File: src/rtl/sleep_pkg.sv
package sleep_pkg;

   typedef enum logic [2:0] {
      MS_IDLE  = 3'b000,
      MS_QUIET = 3'b001,
      MS_PDOWN = 3'b010,
      MS_PSAVE = 3'b011,
      MS_RSVA  = 3'b100,
      MS_RSVB  = 3'b101,
      MS_STBY  = 3'b110,
      MS_XSTBY = 3'b111
   } mode_e;

   typedef struct packed {
      logic cpu;
      logic io;
      logic adc;
      logic tmr;
      logic wdt;
      logic osc;
   } dom_t;

   localparam int NUM_WAKE = 4;
   localparam int WK_EXT   = 3;
   localparam int WK_TWI   = 2;
   localparam int WK_WDT   = 1;
   localparam int WK_TMR   = 0;

   typedef enum logic [1:0] {
      PS_RUN   = 2'd0,
      PS_SLEEP = 2'd1,
      PS_WARM  = 2'd2
   } pstate_e;

   localparam dom_t DOM_ALL = '{cpu: 1'b1, io: 1'b1, adc: 1'b1, tmr: 1'b1, wdt: 1'b1, osc: 1'b1};

endpackage

File: src/rtl/slp_wake_sync.sv
module slp_wake_sync #(
   parameter int STAGES = 2,
   parameter int WIDTH  = 4
) (
   input  logic             clk,
   input  logic             rst_n,
   input  logic [WIDTH-1:0] d,
   output logic [WIDTH-1:0] q
);

   if (STAGES < 0 || STAGES > 4) begin : g_bad_stages
      $error("slp_wake_sync: STAGES must lie in 0..4");
   end
   if (WIDTH < 1) begin : g_bad_width
      $error("slp_wake_sync: WIDTH must be at least 1");
   end

   if (STAGES == 0) begin : g_bypass
      assign q = d;
   end else begin : g_chain
      logic [WIDTH-1:0] ff [STAGES];
      always_ff @(posedge clk or negedge rst_n) begin
         if (!rst_n) begin
            for (int i = 0; i < STAGES; i++) ff[i] <= '0;
         end else begin
            ff[0] <= d;
            for (int i = 1; i < STAGES; i++) ff[i] <= ff[i-1];
         end
      end
      assign q = ff[STAGES-1];
   end

endmodule

File: src/rtl/slp_mode_table.sv
module slp_mode_table
   import sleep_pkg::*;
(
   input  logic [2:0]          mode,
   output dom_t                keep,
   output logic [NUM_WAKE-1:0] legal,
   output logic                osc_stop
);

   always_comb begin
      keep  = '{cpu: 1'b0, io: 1'b1, adc: 1'b1, tmr: 1'b1, wdt: 1'b1, osc: 1'b1};
      legal = '1;
      case (mode_e'(mode))
         MS_QUIET: begin
            keep  = '{cpu: 1'b0, io: 1'b0, adc: 1'b1, tmr: 1'b1, wdt: 1'b1, osc: 1'b1};
            legal = '0;
            legal[WK_EXT] = 1'b1;
            legal[WK_WDT] = 1'b1;
            legal[WK_TMR] = 1'b1;
         end
         MS_PDOWN: begin
            keep  = '{cpu: 1'b0, io: 1'b0, adc: 1'b0, tmr: 1'b0, wdt: 1'b1, osc: 1'b0};
            legal = '1;
            legal[WK_TMR] = 1'b0;
         end
         MS_PSAVE: begin
            keep  = '{cpu: 1'b0, io: 1'b0, adc: 1'b0, tmr: 1'b1, wdt: 1'b1, osc: 1'b0};
            legal = '1;
         end
         MS_STBY: begin
            keep  = '{cpu: 1'b0, io: 1'b0, adc: 1'b0, tmr: 1'b0, wdt: 1'b1, osc: 1'b1};
            legal = '1;
            legal[WK_TMR] = 1'b0;
         end
         MS_XSTBY: begin
            keep  = '{cpu: 1'b0, io: 1'b0, adc: 1'b0, tmr: 1'b1, wdt: 1'b1, osc: 1'b1};
            legal = '1;
         end
         default: begin
            keep  = '{cpu: 1'b0, io: 1'b1, adc: 1'b1, tmr: 1'b1, wdt: 1'b1, osc: 1'b1};
            legal = '1;
         end
      endcase
      osc_stop = ~keep.osc;
   end

   // every mode accepts at least three wake sources
   always_comb begin
      a_r8_enough_sources: assert ($countones(legal) >= 3)
         else $error("R8: mode %0d accepts too few wake sources", mode);
   end

endmodule

File: src/rtl/slp_warmup_cnt.sv
module slp_warmup_cnt #(
   parameter int CNT_W = 8
) (
   input  logic             clk,
   input  logic             rst_n,
   input  logic             load,
   input  logic [CNT_W-1:0] load_val,
   input  logic             run,
   output logic             last
);

   localparam logic [CNT_W-1:0] ONE = CNT_W'(1);

   logic [CNT_W-1:0] cnt;

   always_ff @(posedge clk or negedge rst_n) begin
      if (!rst_n)                 cnt <= '0;
      else if (load)              cnt <= load_val;
      else if (run && cnt > ONE)  cnt <= cnt - ONE;
   end

   assign last = (cnt <= ONE);

   // the warm-up length is captured at the wake edge
   a_r10_load_taken: assert property (@(posedge clk) disable iff (!rst_n)
      load |=> cnt == $past(load_val))
      else $error("R10: warm-up count not captured");

   // the counter holds outside warm-up
   a_r10_count_idle: assert property (@(posedge clk) disable iff (!rst_n)
      (!load && !run) |=> $stable(cnt))
      else $error("R10: warm-up count moved while idle");

endmodule

File: src/rtl/slp_power_fsm.sv
module slp_power_fsm
   import sleep_pkg::*;
(
   input  logic                clk,
   input  logic                rst_n,
   input  logic                sleep_req,
   input  logic                sleep_en,
   input  logic [2:0]          mode_sel,
   input  logic [NUM_WAKE-1:0] wake_s,
   input  dom_t                keep,
   input  logic [NUM_WAKE-1:0] legal,
   input  logic                osc_stop,
   input  logic                cnt_last,
   output logic [2:0]          mode_q,
   output logic                warm_load,
   output logic                warm_run,
   output dom_t                dom_en,
   output logic                wake_pending
);

   pstate_e    st, st_n;
   logic [2:0] mode_n;
   logic       hit;

   assign hit = |(wake_s & legal);

   always_comb begin
      st_n      = st;
      mode_n    = mode_q;
      warm_load = 1'b0;
      case (st)
         PS_RUN: begin
            if (sleep_req && sleep_en) begin
               st_n   = PS_SLEEP;
               mode_n = mode_sel;
            end
         end
         PS_SLEEP: begin
            if (hit) begin
               if (osc_stop) begin
                  st_n      = PS_WARM;
                  warm_load = 1'b1;
               end else begin
                  st_n = PS_RUN;
               end
            end
         end
         PS_WARM: begin
            if (cnt_last) st_n = PS_RUN;
         end
         default: st_n = PS_RUN;
      endcase
   end

   always_ff @(posedge clk or negedge rst_n) begin
      if (!rst_n) begin
         st           <= PS_RUN;
         mode_q       <= '0;
         wake_pending <= 1'b0;
      end else begin
         st           <= st_n;
         mode_q       <= mode_n;
         wake_pending <= (st_n == PS_RUN) && (st != PS_RUN);
      end
   end

   assign warm_run = (st == PS_WARM);

   always_comb begin
      case (st)
         PS_SLEEP: dom_en = keep;
         PS_WARM:  dom_en = '{cpu: 1'b0, io: 1'b0, adc: 1'b0, tmr: keep.tmr, wdt: 1'b1, osc: 1'b1};
         default:  dom_en = DOM_ALL;
      endcase
   end

   // the pulse marks a restored processor clock after a non-running cycle
   a_r12_pulse_on_restore: assert property (@(posedge clk) disable iff (!rst_n)
      wake_pending |-> (dom_en.cpu && $past(st) != PS_RUN))
      else $error("R12: wake_pending without a restore");

   // sleep begins only from an enabled strobe
   a_r2_entry_by_strobe: assert property (@(posedge clk) disable iff (!rst_n)
      (st == PS_SLEEP && $past(st) == PS_RUN) |-> $past(sleep_req && sleep_en))
      else $error("R2: sleep entered without enabled strobe");

   // derived clocks never run without the oscillator
   a_r5_osc_gates_derived: assert property (@(posedge clk) disable iff (!rst_n)
      !dom_en.osc |-> !(dom_en.cpu || dom_en.io || dom_en.adc))
      else $error("R5: derived enable high with oscillator stopped");

   // the latched mode holds while not running
   a_r13_mode_held: assert property (@(posedge clk) disable iff (!rst_n)
      (st != PS_RUN && $past(st) != PS_RUN) |-> $stable(mode_q))
      else $error("R13: latched mode changed during sleep");

   // sleep is left only on an accepted wake
   a_r8_legal_exit: assert property (@(posedge clk) disable iff (!rst_n)
      ($past(st) == PS_SLEEP && st != PS_SLEEP) |-> $past(hit))
      else $error("R8: sleep left without accepted wake");

   // warm-up ends only when the count is spent
   a_r10_warm_exit: assert property (@(posedge clk) disable iff (!rst_n)
      ($past(st) == PS_WARM && st == PS_RUN) |-> $past(cnt_last))
      else $error("R10: warm-up ended early");

endmodule

File: src/rtl/slp_clock_gate_ctrl.sv
module slp_clock_gate_ctrl
   import sleep_pkg::*;
#(
   parameter int CNT_W     = 8,
   parameter int WAKE_SYNC = 2
) (
   input  logic             clk,
   input  logic             rst_n,
   input  logic [2:0]       mode_sel,
   input  logic             sleep_en,
   input  logic             sleep_req,
   input  logic             wake_ext,
   input  logic             wake_twi,
   input  logic             wake_wdt,
   input  logic             wake_tmr,
   input  logic [CNT_W-1:0] startup_cycles,
   output logic             cpu_clk_en,
   output logic             io_clk_en,
   output logic             adc_clk_en,
   output logic             tmr_clk_en,
   output logic             wdt_clk_en,
   output logic             osc_en,
   output logic             wake_pending
);

   if (CNT_W < 1 || CNT_W > 32) begin : g_bad_cnt
      $error("slp_clock_gate_ctrl: CNT_W must lie in 1..32");
   end

   logic [NUM_WAKE-1:0] wake_raw, wake_s, legal;
   logic [2:0]          mode_q;
   dom_t                keep, dom_en;
   logic                osc_stop, cnt_last, warm_load, warm_run;

   always_comb begin
      wake_raw         = '0;
      wake_raw[WK_EXT] = wake_ext;
      wake_raw[WK_TWI] = wake_twi;
      wake_raw[WK_WDT] = wake_wdt;
      wake_raw[WK_TMR] = wake_tmr;
   end

   slp_wake_sync #(.STAGES(WAKE_SYNC), .WIDTH(NUM_WAKE)) u_sync (
      .clk   (clk),
      .rst_n (rst_n),
      .d     (wake_raw),
      .q     (wake_s)
   );

   slp_mode_table u_table (
      .mode     (mode_q),
      .keep     (keep),
      .legal    (legal),
      .osc_stop (osc_stop)
   );

   slp_warmup_cnt #(.CNT_W(CNT_W)) u_warm (
      .clk      (clk),
      .rst_n    (rst_n),
      .load     (warm_load),
      .load_val (startup_cycles),
      .run      (warm_run),
      .last     (cnt_last)
   );

   slp_power_fsm u_fsm (
      .clk          (clk),
      .rst_n        (rst_n),
      .sleep_req    (sleep_req),
      .sleep_en     (sleep_en),
      .mode_sel     (mode_sel),
      .wake_s       (wake_s),
      .keep         (keep),
      .legal        (legal),
      .osc_stop     (osc_stop),
      .cnt_last     (cnt_last),
      .mode_q       (mode_q),
      .warm_load    (warm_load),
      .warm_run     (warm_run),
      .dom_en       (dom_en),
      .wake_pending (wake_pending)
   );

   assign cpu_clk_en = dom_en.cpu;
   assign io_clk_en  = dom_en.io;
   assign adc_clk_en = dom_en.adc;
   assign tmr_clk_en = dom_en.tmr;
   assign wdt_clk_en = dom_en.wdt;
   assign osc_en     = dom_en.osc;

   // the watchdog keeps its own clock in every state
   a_r7_wdt_always: assert property (@(posedge clk) disable iff (!rst_n) wdt_clk_en)
      else $error("R7: watchdog enable dropped");

endmodule

File: config.mk
export PLATFORM = sky130hd
export DESIGN_NAME = slp_clock_gate_ctrl
export DESIGN_NICKNAME = d
export VERILOG_FILES = /design/src/rtl/sleep_pkg.sv /design/src/rtl/slp_wake_sync.sv /design/src/rtl/slp_mode_table.sv /design/src/rtl/slp_warmup_cnt.sv /design/src/rtl/slp_power_fsm.sv /design/src/rtl/slp_clock_gate_ctrl.sv
export SDC_FILE = /design/constraint.sdc
export NUM_CORES = 1
export LEC_CHECK = 0
export BUFFER_PORTS_ARGS = -buffer_cell sky130_fd_sc_hd__buf_2
export CAP_MARGIN = 20
export CORE_ASPECT_RATIO = 0.5
export CORE_UTILIZATION = 40
export CTS_CLUSTER_SIZE = 12
export DETAILED_ROUTE_END_ITERATION = 7
export GPL_ROUTABILITY_DRIVEN = 0
export GPL_TIMING_DRIVEN = 1
export PLACE_DENSITY = 0.58
export SYNTH_ARGS = -nofsm -noshare
export SYNTH_HDL_FRONTEND = slang
export SYNTH_SLANG_ARGS = --single-unit
File: constraint.sdc
create_clock -name clk -period 2.35 [get_ports clk]
set_input_delay 0.3525 -clock clk [delete_from_list [all_inputs] [get_ports clk]]
set_output_delay 0.3525 -clock clk [all_outputs]
set_load 0.01 [all_outputs]
# [Word-level counts from Yosys, hierarchy flattened]
# Cells that the tools add are included.
[op_classes] magnitude_cmp=2 n_reduce_logical=10 n_addsub=1 n_eq_ne=7 n_bitwise=1 n_mux=13
[ops] operator="case mux 5 bit (5 select lines)" count=1
[ops] operator="two-way mux 8 bit" count=2
[ops] operator="case mux 6 bit (2 select lines)" count=1
[ops] operator="> comparator 8 x 1 -> 1 bit (second input constant)" count=1
[ops] operator="less-or-equal comparator 8 x 1 -> 1 bit (second input constant)" count=1
[ops] operator="two-way mux 2 bit" count=4
[ops] operator="subtractor 8 x 1 -> 8 bit (second input constant)" count=1
[ops] operator="equality test 3 x 2 -> 1 bit (second input constant)" count=2
[ops] operator="equality test 3 bit (second input constant)" count=2
[ops] operator="case mux 2 bit (3 select lines)" count=1
[ops] operator="case mux 3 bit (2 select lines)" count=1
[ops] operator="bitwise AND 4 bit" count=1
[ops] operator="zero test 2 bit" count=2
[ops] operator="nonzero test 2 bit" count=2
[ops] operator="OR reduction 4 bit" count=1
[ops] operator="equality test 3 x 1 -> 1 bit (second input constant)" count=1
[ops] operator="logical AND 1 bit" count=3
[ops] operator="two-way mux 1 bit" count=3
[ops] operator="equality test 2 x 1 -> 1 bit (second input constant)" count=1
[ops] operator="equality test 2 bit (second input constant)" count=1
[ops] operator="AND reduction 2 bit" count=1
[ops] operator="OR reduction 2 bit" count=1
[word_totals] out_inout_bits=7 in_bits=19 reg_bits=22 word_cells=40

# [Longest topological paths before layout]
[depth] depth_word=9 depth_mapped=7 depth_no_buf=6

# [By module]
# From an unflattened synthesis, not the netlist that was laid out.
[hier_totals] cells_unflattened=128 hier_area_um2=1261.2
[by_module_without_submodules] module="slp_warmup_cnt" seq_area_each_um2=200.2 cells_per_inst=57 n_inst=1 area_each_um2=529.3
[by_module_without_submodules] module="slp_power_fsm" seq_area_each_um2=150.1 cells_per_inst=45 n_inst=1 area_each_um2=424.2
[by_module_without_submodules] module="slp_wake_sync" seq_area_each_um2=200.2 cells_per_inst=12 n_inst=1 area_each_um2=230.2
[by_module_without_submodules] module="slp_mode_table" seq_area_each_um2=0.0 cells_per_inst=14 n_inst=1 area_each_um2=77.6

# [Worst setup path after synthesis]
# Ideal clock, no wire load.
[synth_timing] path_type="register to register" start="register u_fsm.st[0]" end="register u_warm.cnt[5]" stages_incl_launch_ff=8 arrival_time_ns=1.774 path_buffers=1 setup_ns=0.121 required_ns=2.229 period_less_slack_ns=1.895 setup_slack_ns=0.455 path_cell_list="dfrtp_1 -> inv_1 -> ha_1 -> clkbuf_2 -> nor3b_1 -> o311ai_4 -> o31a_2 -> o22a_1"
[synth_via] elab_chain_cells=3 word_cells_on_any_way=6 cone_classes="eq/ne: 2; mux: 2; reduce/logical: 2"
[synth_rtl] item="start, declared" line="slp_power_fsm.sv:21" rtl="pstate_e st, st_n;"
[synth_rtl] item="start signal, assigned" line="slp_power_fsm.sv:61" rtl="st <= st_n;"
[synth_rtl] item="equality test 2 x 1 -> 1 bit or equality test 2 bit (tied branches)" line="slp_power_fsm.sv:31, slp_power_fsm.sv:67"
[synth_rtl] item="two-way mux 1 bit or logical AND 1 bit (tied branches)" line="slp_power_fsm.sv:31, slp_warmup_cnt.sv:19"
[synth_rtl] item="two-way mux 8 bit or nonzero test 2 bit (tied branches)"
[synth_rtl] item="end signal, assigned" line="slp_warmup_cnt.sv:18" rtl="else if (load) cnt <= load_val;"
[synth_rtl] item="end signal, assigned" line="slp_warmup_cnt.sv:19" rtl="else if (run && cnt > ONE) cnt <= cnt - ONE;"
[synth_rtl] item="end, declared" line="slp_warmup_cnt.sv:14" rtl="logic [CNT_W-1:0] cnt;"
# Several ways; a longest one is shown, not always the timed one.
# A chain may end at the register's enable or synchronous reset.

# [Worst setup path after layout]
# Ends and elaborated chain as after synthesis.

==> flow_summary.yaml <==
setup_path:
  critical_path.startpoint_type: "flop"
  required_ns: 2.51
  cp_max_fo: 9
  cp.arrival_ns: 2.21
  critPathKind: "reg2reg"
  worstSetupEndpointType: "flop"
  worst_r2r_path_depth: 6
logic_synthesis:
  synth-seq-cells: 22
  ys.warnings.count: 0
  synthesis.nets: 127
  synth.area.top_cells: "dfrtp_1 (47%), ha_1 (6.3%), mux2_2 (4.8%), inv_1 (2.5%), a221oi_4 (2.2%)"
  synth_cells: 102
  synth_top_flop_cell: "dfrtp_1"
  async_flop_share: 1.00
  synth.cell_area_um2: 1180
  synth_edf_count: 0
  synth_most_common_cell: "dfrtp_1"
  synth_top_area_share: 0.465
  netlist_top_cells_count: "dfrtp_1 (22), inv_1 (8), ha_1 (6)"
  yosysTopAreaCell: "dfrtp_1"
  yosysSeqAreaShare: 0.465
  syn_area_per_cell_um2: 11.6
  synth.distinct_cells: 45
routing:
  drc_errors: 0
  ant_nets: 0
  route.vias.total: 847
  drt_wl_total_um: 2210
  viasPerCell: 5.13
  drtIter0Drc: 30
  first_pass_iters: 4
  wl_per_cell_um: 13.4
clock_network:
  clkTransAtPathRegs_ns: 0.08
  cts-resized-gates: 0
  root_buffer: "clkbuf_8"
  cts_tree: "done"
  h-tree-depth: 1
  clk_latency_ns: 0.26
  cts_setup_buffers: 0
  numCtsBuffers: 3
  postCtsHoldBufs: 0
  clockBufferDepth: 2
  cts.sinks: 22
floorplanning:
  fp.coreArea_um2: 2700
  fp.dieArea_um2: 3190
  ios: 26
  row_count: 13
  start_util: 0.438
  die_h_um: 40.5
  die_w_um: 78.9
power_and_ir_drop:
  power_uw: 1790
  vdd_drop_max_v: 0.000395
  powerDensity_nw_per_um2: 1270
  p_leak_uw: 0.000611
final_layout:
  final_cells: 165
  drive_gt1_frac: 0.367
  final_util: 0.523
  syn_to_final_growth_pct: 19.3
  fin_nets: 154
  fillCellCount: 264
  n_antenna_cell: 0
sta:
  fmax_mhz: 487
  drv_slew: 0
  finalCriticalPeriod_ns: 2.05
  period_share: 0.874
  rsz0062_at_grt: "no"
  timing.hold.ws_ns: 0.0409
  setup_violations: 0
  setup-tns-final_ns: 0
  final_hold_viol_count: 0
  skew_ns: 0.00546
placement:
  io_buffers: 24
  placed_cells: 161
  dp_hpwl_um: 1640
global_routing:
  track_usage: 0.156
  grt_pass1_vias: 755
  grt-ovfl-total: 0
  grt_pass1_wl_um: 3580
  grt_max_degree: 23
  antenna_found_initial: 0
outcome:
  status: "completed"
run:
  maxCapViolCount: 0
min_path:
  hold_class: "in2async"
## worst paths after layout
kind / start / to / slack [ns]
max in group asynchronous: rst_n / u_fsm.mode_q[2]$_DFFE_PN0P_ / 1.97
worst max-delay path: u_fsm.st[0]$_DFF_PN0_ / u_warm.cnt[5]$_DFFE_PN0P_ / 0.30
min in group clk: wake_twi / u_sync.g_chain.ff[6]$_DFF_PN0_ / 0.19
worst min register to register: u_sync.g_chain.ff[6]$_DFF_PN0_ / u_sync.q[2]$_DFF_PN0_ / 0.35
worst min-delay path: rst_n / u_warm.cnt[2]$_DFFE_PN0P_ / 0.04
worst max register to register: u_fsm.st[0]$_DFF_PN0_ / u_warm.cnt[5]$_DFFE_PN0P_ / 0.30
## cells by family (layout without fill, tap and decap cells)
| kind of cell | Yosys count | in the layout | share of synthesized area |
|---|---|---|---|
| adder cells (fa/ha/maj) | 6 | 6 | 0.0634 |
| AO/OA/AOI/OAI | 24 | 24 | 0.186 |
| XOR/XNOR | 4 | 4 | 0.0296 |
| multiplexers | 8 | 8 | 0.0772 |
| buffers and inverters | 11 | 37 | 0.0391 |
| AND/OR/NAND/NOR | 26 | 26 | 0.136 |
| flip-flops | 22 | 22 | 0.465 |
| other | 1 | 1 | 0.00317 |
## power breakdown
part	switching, µW	internal (µW)	total, µW
Clock	125	228	353
Sequential	145	508	653
Combinational	401	385	786
## critical path, stage by stage, from the launching register on
cell and delay [ns]:
dfrtp_1 0.42, inv_1 0.11, ha_1 0.31, nor3b_1 0.44, o311ai_4 0.20, o31a_2 0.31, o22a_1 0.17
## layer usage
layer / global-route usage / wire, µm
met4: 0.0409 / 6
met3: 0.0568 / 86
met2: 0.246 / 933
met5: 0 / 0
met1: 0.208 / 1180
## per-stage QoR
stage | worst slack (ns) | instance area (µm²)
final | 0.296 | 1410
after global routing | 0.151 | 1410
after CTS | 0.295 | 1410
after detailed placement | 0.296 | 1340
after global placement | 0.366 | 1340
after floorplan | 0.455 | 1180
## layout make-up
cell class	count	area, µm²	share of cell area
multi-input combinational	69	587	0.415
sequential	22	551	0.390
timing repair buffer	25	128	0.0903
tap	37	46.3	0.0328
clock buffer	3	41.3	0.0292
clock inverter	1	30.0	0.0213
inverter	8	30.0	0.0213
## flip-flops by register name, indices dropped and copies added (netlist names)
name	flops
u_warm.cnt	8
u_fsm.wake_pending	1
u_fsm.mode_q	3
u_sync.g_chain.ff	4
u_fsm.st	2
u_sync.q	4
## cell usage in the layout, fill, tap and decap left out, types with 2 or more instances in the layout
master and count:
dfrtp_1 22, nor3b_1 2, nand2b_1 2, o2111ai_1 2, nor2_1 2, a21oi_1 2
mux2_2 5, nand2_1 4, nor3_1 4, a221oi_1 2, a31oi_1 2, clkbuf_8 3
mux2i_1 2, buf_2 24, nand3b_1 2, ha_1 6, or2_2 2, xnor2_1 3
o21ai_0 3, inv_1 8
Power figures use the tool's default switching activity.
